## config.mk

```make
export PLATFORM = sky130hd
export DESIGN_NAME = seq_mul
export DESIGN_NICKNAME = d
export VERILOG_FILES = /design/src/rtl/mul_pkg.sv /design/src/rtl/mul_adder.sv /design/src/rtl/mul_ctrl.sv /design/src/rtl/mul_dpath.sv /design/src/rtl/seq_mul.sv
export SDC_FILE = /design/constraint.sdc
export NUM_CORES = 1
export LEC_CHECK = 0
export ABC_AREA = 1
export BUFFER_PORTS_ARGS = -buffer_cell sky130_fd_sc_hd__buf_2
export CAP_MARGIN = 0
export CORE_UTILIZATION = 30
export DETAILED_ROUTE_END_ITERATION = 6
export GPL_TIMING_DRIVEN = 0
export HOLD_SLACK_MARGIN = 0.06
export SLEW_MARGIN = 20
export SYNTH_ARGS = -nofsm -noshare
export SYNTH_HDL_FRONTEND = slang
export SYNTH_SLANG_ARGS = --single-unit
export TNS_END_PERCENT = 10
```

## constraint.sdc

```tcl
create_clock -name clk -period 2.48 [get_ports clk]
set_clock_uncertainty 0.2 [all_clocks]
set_input_delay 0.372 -clock clk [delete_from_list [all_inputs] [get_ports clk]]
set_output_delay 0.372 -clock clk [all_outputs]
set_load 0.05 [all_outputs]
```

## src/rtl/mul_pkg.sv

```systemverilog
package mul_pkg;

  typedef enum logic [0:0] {
    MUL_IDLE = 1'b0,
    MUL_RUN  = 1'b1
  } mul_state_e;

  // width of a counter that must reach w-1
  function automatic int step_cnt_bits(input int w);
    return (w > 1) ? $clog2(w) : 1;
  endfunction

endpackage

```

## src/rtl/mul_adder.sv

```systemverilog
// W-bit adder with the carry kept as bit W; the addend is gated by add_en
module mul_adder #(
  parameter int W = 32
) (
  input  logic [W-1:0] acc,
  input  logic [W-1:0] addend,
  input  logic         add_en,
  output logic [W:0]   sum
);

  logic [W:0] addend_g;

  always_comb begin
    addend_g = add_en ? {1'b0, addend} : '0;
    sum      = {1'b0, acc} + addend_g;
  end

endmodule

```

## src/rtl/mul_ctrl.sv

```systemverilog
// Sequencer: accepts start while idle, runs W steps, then pulses done
module mul_ctrl
  import mul_pkg::*;
#(
  parameter int W = 32
) (
  input  logic clk,
  input  logic rst_n,
  input  logic start,
  output logic load,
  output logic step,
  output logic busy,
  output logic done
);

  localparam int CW = step_cnt_bits(W);
  localparam logic [CW-1:0] LAST_STEP = CW'(W - 1);

  mul_state_e    state_q, state_d;
  logic [CW-1:0] cnt_q, cnt_d;
  logic          cnt_en;
  logic          last;
  logic          done_q, done_d;

  always_comb begin
    load   = (state_q == MUL_IDLE) && start;
    step   = (state_q == MUL_RUN);
    last   = step && (cnt_q == LAST_STEP);
    cnt_en = load || step;
    cnt_d  = load ? '0 : cnt_q + 1'b1;
    done_d = last;
    state_d = state_q;
    case (state_q)
      MUL_IDLE: if (start) state_d = MUL_RUN;
      MUL_RUN:  if (last)  state_d = MUL_IDLE;
      default:             state_d = MUL_IDLE;
    endcase
  end

  always_ff @(posedge clk or negedge rst_n) begin
    if (!rst_n) begin
      state_q <= MUL_IDLE;
      done_q  <= 1'b0;
    end else begin
      state_q <= state_d;
      done_q  <= done_d;
    end
  end

  always_ff @(posedge clk or negedge rst_n) begin
    if (!rst_n) begin
      cnt_q <= '0;
    end else if (cnt_en) begin
      cnt_q <= cnt_d;
    end
  end

  assign busy = (state_q == MUL_RUN);
  assign done = done_q;

endmodule

```

## src/rtl/mul_dpath.sv

```systemverilog
// Shared product/multiplier register plus captured multiplicand
module mul_dpath #(
  parameter int W = 32
) (
  input  logic           clk,
  input  logic           rst_n,
  input  logic           load,
  input  logic           step,
  input  logic [W-1:0]   mcand,
  input  logic [W-1:0]   mplier,
  output logic [2*W-1:0] prod
);

  localparam int PW = 2 * W;

  logic [W-1:0]  mcand_q;
  logic [PW-1:0] prod_q, prod_d;
  logic          prod_en;
  logic [W:0]    sum;

  mul_adder #(.W(W)) adder_i (
    .acc    (prod_q[PW-1:W]),
    .addend (mcand_q),
    .add_en (prod_q[0]),
    .sum    (sum)
  );

  always_comb begin
    prod_en = load || step;
    prod_d  = prod_q;
    if (load) begin
      prod_d = {{W{1'b0}}, mplier};
    end else if (step) begin
      // carry lands in the top bit; lowest bit is retired
      prod_d = {sum, prod_q[W-1:1]};
    end
  end

  always_ff @(posedge clk or negedge rst_n) begin
    if (!rst_n) begin
      mcand_q <= '0;
    end else if (load) begin
      mcand_q <= mcand;
    end
  end

  always_ff @(posedge clk or negedge rst_n) begin
    if (!rst_n) begin
      prod_q <= '0;
    end else if (prod_en) begin
      prod_q <= prod_d;
    end
  end

  assign prod = prod_q;

endmodule

```

## src/rtl/seq_mul.sv

```systemverilog
module seq_mul #(
  parameter int W = 32
) (
  input  logic         clk,
  input  logic         rst_n,
  input  logic         start,
  input  logic [W-1:0] mcand,
  input  logic [W-1:0] mplier,
  output logic         busy,
  output logic         done,
  output logic [W-1:0] prod_hi,
  output logic [W-1:0] prod_lo
);

  localparam int PW = 2 * W;

  logic          load;
  logic          step;
  logic [PW-1:0] prod;

  mul_ctrl #(.W(W)) ctrl_i (
    .clk   (clk),
    .rst_n (rst_n),
    .start (start),
    .load  (load),
    .step  (step),
    .busy  (busy),
    .done  (done)
  );

  mul_dpath #(.W(W)) dpath_i (
    .clk    (clk),
    .rst_n  (rst_n),
    .load   (load),
    .step   (step),
    .mcand  (mcand),
    .mplier (mplier),
    .prod   (prod)
  );

  assign prod_hi = prod[PW-1:W];
  assign prod_lo = prod[W-1:0];

endmodule

```

### Word level (Yosys, flattened, before mapping)

Cells that the tools add are included.

| cells by class | value |
|---|---|
| reductions and logical operators | 5 |
| add/sub/neg operators | 2 |
| eq/ne operators | 1 |
| bitwise operators | 1 |
| multiplexer cells | 7 |

Operators by type and width:

| cell | number |
|---|---|
| two-way mux 64 bit | 2 |
| adder 32 x 33 -> 33 bit | 1 |
| two-way mux 32 bit | 1 |
| adder 5 x 1 -> 5 bit (second input constant) | 1 |
| == test 5 bit (second input constant) | 1 |
| two-way mux 5 bit | 1 |
| logical AND 1 bit | 2 |
| two-way mux 1 bit | 2 |
| one-hot mux 1 bit (2 select lines) | 1 |
| AND reduction 2 bit | 1 |
| nonzero test 2 bit | 1 |
| logical OR 1 bit | 1 |
| NOT 1 bit | 1 |

| storage, ports and cells | value |
|---|---|
| input bits | 67 |
| logic and storage cells | 21 |
| register bits after elaboration | 103 |
| output and inout bits | 66 |

### Depth between registers and ports, before layout

| logic depth | value |
|---|---|
| word-level depth | 4 |
| mapped depth | 18 |
| depth with buffers taken out | 16 |

### Cells and area by module

Synthesis repeated with hierarchy kept, for this count alone.

| unflattened totals | value |
|---|---|
| cells, all modules | 1060 |
| area, all modules | 6880.3 µm² |

Modules (own cells, without submodules):

| module | area each (µm²) | cells each | seq. area each (µm²) | times used |
|---|---|---|---|---|
| mul_dpath | 3912.5 | 448 | 2402.3 | 1 |
| mul_adder | 2637.5 | 572 | 0.0 | 1 |
| mul_ctrl | 330.3 | 40 | 175.2 | 1 |

### Worst setup path after synthesis

No wires, ideal clock.

| timing path | value |
|---|---|
| path type | flip-flop to flip-flop |
| from | register dpath_i.prod_q[0], in the netlist dpath_i.prod[0] |
| to | register dpath_i.prod_q[59], in the netlist dpath_i.prod[59] |
| required time | 2162 ps |
| clock period less this slack | 2525 ps |
| setup slack | -45 ps |
| arrival time | 2207 ps |
| library setup time | 118 ps |
| buffers on the path | 2 |
| stages on the path, launching flop included | 18 |
| path through | dfrtp_1 clkbuf_1 clkbuf_1 nand2_1 inv_1 ha_1 inv_1 fa_1 inv_1 nand3_1 nand3_1 nand3_1 nand3_1 nand2_1 nand2_1 nand2_1 nand3_1 nand2_1 |

| on the way | value |
|---|---|
| word-level cells in the longest chain between the ends | 4 |

RTL lines:

| element | line | RTL |
|---|---|---|
| start, declared | mul_dpath.sv:17 | `logic [PW-1:0] prod_q, prod_d;` |
| start signal, assigned | mul_dpath.sv:51 | `prod_q <= prod_d;` |
| two-way mux 32 bit | mul_adder.sv:14 | `addend_g = add_en ? {1'b0, addend} : '0;` |
| adder 32 x 33 -> 33 bit | mul_adder.sv:15 | `sum = {1'b0, acc} + addend_g;` |
| two-way mux 64 bit | mul_dpath.sv:33 | `end else if (step) begin` |
| two-way mux 64 bit | mul_dpath.sv:31 | `if (load) begin` |

No other way between the ends. The select of a mux whose other input is x is not followed.
A chain may end at the register's enable or synchronous reset.

### Worst setup path after layout

| timing path | value |
|---|---|
| from | register dpath_i.prod_q[0], in the netlist dpath_i.prod[0] |
| to | register dpath_i.prod_q[57], in the netlist dpath_i.prod[57] |

The elaborated chain is that of the path after synthesis.

==> out/results.ini <==
[sta]
hold_violations=0
worst_slack_ns=0.0909
rsz0062_at_grt=yes
slew-limit-headroom_pct=48.2
period_needed_ns=2.39
whs_ns=0.198
setup_viol_count_final=0
drv_slew=0
timing.fmax_mhz=419
worst_pin_slew_ns=0.777
fin_crit_sh_pct=96.3

[clock_tree]
clockBufferDepth=2
cts_tree=built
numCtsBuffers=9
clk_pin_slew_ns=0.08
insertion_delay_ns=0.37
htreeDepth=3
cts_sinks=103
ctsRootBufferMaster=clkbuf_16

[yosys]
yosys_warnings=0
synth-seq-cells=103
synth.distinct_cells=37
ys_seq_area_share_pct=37.9
synthCells=1022
synth_area_um2=6800
syn-num-nets=1124
avgSynthCellArea_um2=6.66

[critical_path]
r2r_slack_ns=0.09
path_class=reg -> reg
arrival_ns=2.44
r2r_start=dpath_i.prod[0]
required_ns=2.53
worst_setup_path_start_kind=flip-flop
cp_max_fo=7
timing.rr.end=dpath_i.prod[57]
r2r_cells=14
cp-end-kind=flip-flop

[place]
port_buffers=132
dpl_cell_area_um2=7850
gp_congestion=0.877
post-place-ws_ns=-0.798
dpl.hpwl_um=15800

[hold_path]
hp-start=start
worstHoldEndpoint=dpath_i.prod[4]
hold_path_class=in -> reg
min_path_cells=4

[route]
first_iter_violations=395
num_vias=6918
avgViaCountPerCell=4.52
drt_pass1_iterations=7
wl_per_cell_um=14.0
drt-total-wl_um=21400
final_antenna_net_count=0
drc=5

[die]
die_h_um=153
coreArea_um2=22000
dieArea_um2=23300
initial_core_util_pct=30.9
num_rows=54
ioPinCount=133
die_w_um=153

[status]
violations=design-rule violations
status=complete, but fails checks

[global_route]
grt_max_degree=55
track_usage_pct=18.3
grt_pass1_vias=6647
grt_first_pass_wirelength_um=34000
grt_overflow=0
antenna_found_initial=0

[power_and_ir_drop]
finalPower_mw=13.8
cellLeakagePower_nw=5.24
pwr_density_cell_nw_per_um2=1430
ir_drop_v=0.000463

[layout]
design_area_um2=9680
final_common_cell=nand2_1
antenna_cells=0
drive_gt1_share_pct=26.8
final_cell_mix=424 x nand2_1, 153 x inv_1, 140 x buf_2
fillers=2322
num-nets-final=1346
area_growth_pct=42.3

[job]
drv_cap=0

-- timing repair --
item                                   CTS  global route
gates resized for setup                 50           116
setup buffers                            5             8
cloned                                   0             1
hold buffers                            65             0
endpoints found under the hold margin  113             0
setup endpoints to repair               30            22
pin swaps                                2            30
-- metal layers --
layer	routed length (µm)	GRT usage [%]	vias to the layer above	part of all wire, %
met2	9990	30.1	143	47
li1	-	-	3570	-
met1	10000	24.6	3181	47
met5	0	0	-	0
met4	358	5.39	0	1.7
met3	1060	3.16	24	4.9
-- report_power, final --
part,switching [mW],internal [mW]
registers,0.699,2.54
logic,5.94,3.10
clock network,0.749,0.818
-- critical path: stages (launching register included) --
cell and delay (ns):
dfrtp_2 0.46, buf_12 0.16, buf_12 0.13, nand2_1 0.06
inv_1 0.06, ha_4 0.30, nand2_2 0.11, nor2_2 0.16
nand3_1 0.10, nand3_2 0.13, nand2_1 0.09, nand3_1 0.08
nand2_1 0.05, nand3_1 0.11, nand2_1 0.06
-- kinds of logic (layout without fill, tap and decap cells) --
| group | count (synthesis) | after routing | synth area share (%) |
|---|---|---|---|
| buf+inv | 204 | 431 | 11.7 |
| compound gates | 87 | 87 | 8.22 |
| simple gates | 592 | 592 | 35.5 |
| flops | 103 | 103 | 37.9 |
| xor+xnor | 1 | 1 | 0.129 |
| fa+ha+maj | 35 | 35 | 6.55 |
-- area by class of cell --
class                   count  area [µm²]  area share [%]
flip-flops and latches    103        2580            26.7
multi-input cells         715        4110            42.5
plain buffers              29         174            1.80
clock buffers               9         225            2.33
clock inverters             7        98.8            1.02
repair buffers            212        1490            15.4
inverters                 174         653            6.75
well taps                 280         350            3.62
-- registers in the layout, summed over array words and instances (netlist names) --
signal,cells
ctrl_i.busy,1
ctrl_i.cnt_q,5
ctrl_i.done,1
dpath_i.mcand_q,32
dpath_i.prod,64
-- through the flow --
stage | cells | TNS, ns | util [%]
floorplan | 1022 | 0 | -
global placement | 1434 | -52.57 | 35.5
detailed placement | 1435 | -13.61 | 35.6
CTS | 1520 | -0.0113 | 41.5
global route | 1529 | -0.103 | 43.9
finish | 1529 | 0 | 43.9
-- how the worst max path moves through the flow --
| stage | from | to | cells past startpoint |
|---|---|---|---|
| 6_report | dpath_i.prod[0] | dpath_i.prod[57] | 14 |
| 4_1_cts | dpath_i.prod[0] | dpath_i.prod[57] | 14 |
| 2_1_floorplan | dpath_i.prod[0] | dpath_i.prod[59] | 17 |
| 3_3_place_gp | dpath_i.prod[0] | dpath_i.prod[51] | 17 |
| 5_1_grt | dpath_i.prod[0] | dpath_i.prod[61] | 16 |
| 3_5_place_dp | dpath_i.prod[0] | dpath_i.prod[51] | 17 |
-- synth_stat cells, drive strengths merged --
master / n / area share [%]
dfrtp: 103 / 38
o21ai: 19 / 1.4
nand3: 45 / 3.8
nand4: 4 / 0.37
fa: 1 / 0.29
nand3b: 2 / 0.22
a22o: 2 / 0.26
nand2: 479 / 27
nor2: 55 / 3.2
a21oi: 30 / 2.4
o21bai: 3 / 0.33
clkbuf: 16 / 0.88
o211ai: 18 / 2.0
ha: 34 / 6.3
or2: 2 / 0.22
nor3: 5 / 0.52
o221ai: 11 / 1.4
o31ai: 1 / 0.11
a32o: 1 / 0.15
buf: 14 / 1.2
xnor2: 1 / 0.13
a21o: 1 / 0.11
inv: 174 / 9.6
o22ai: 1 / 0.092
Power figures use the tool's default switching activity.
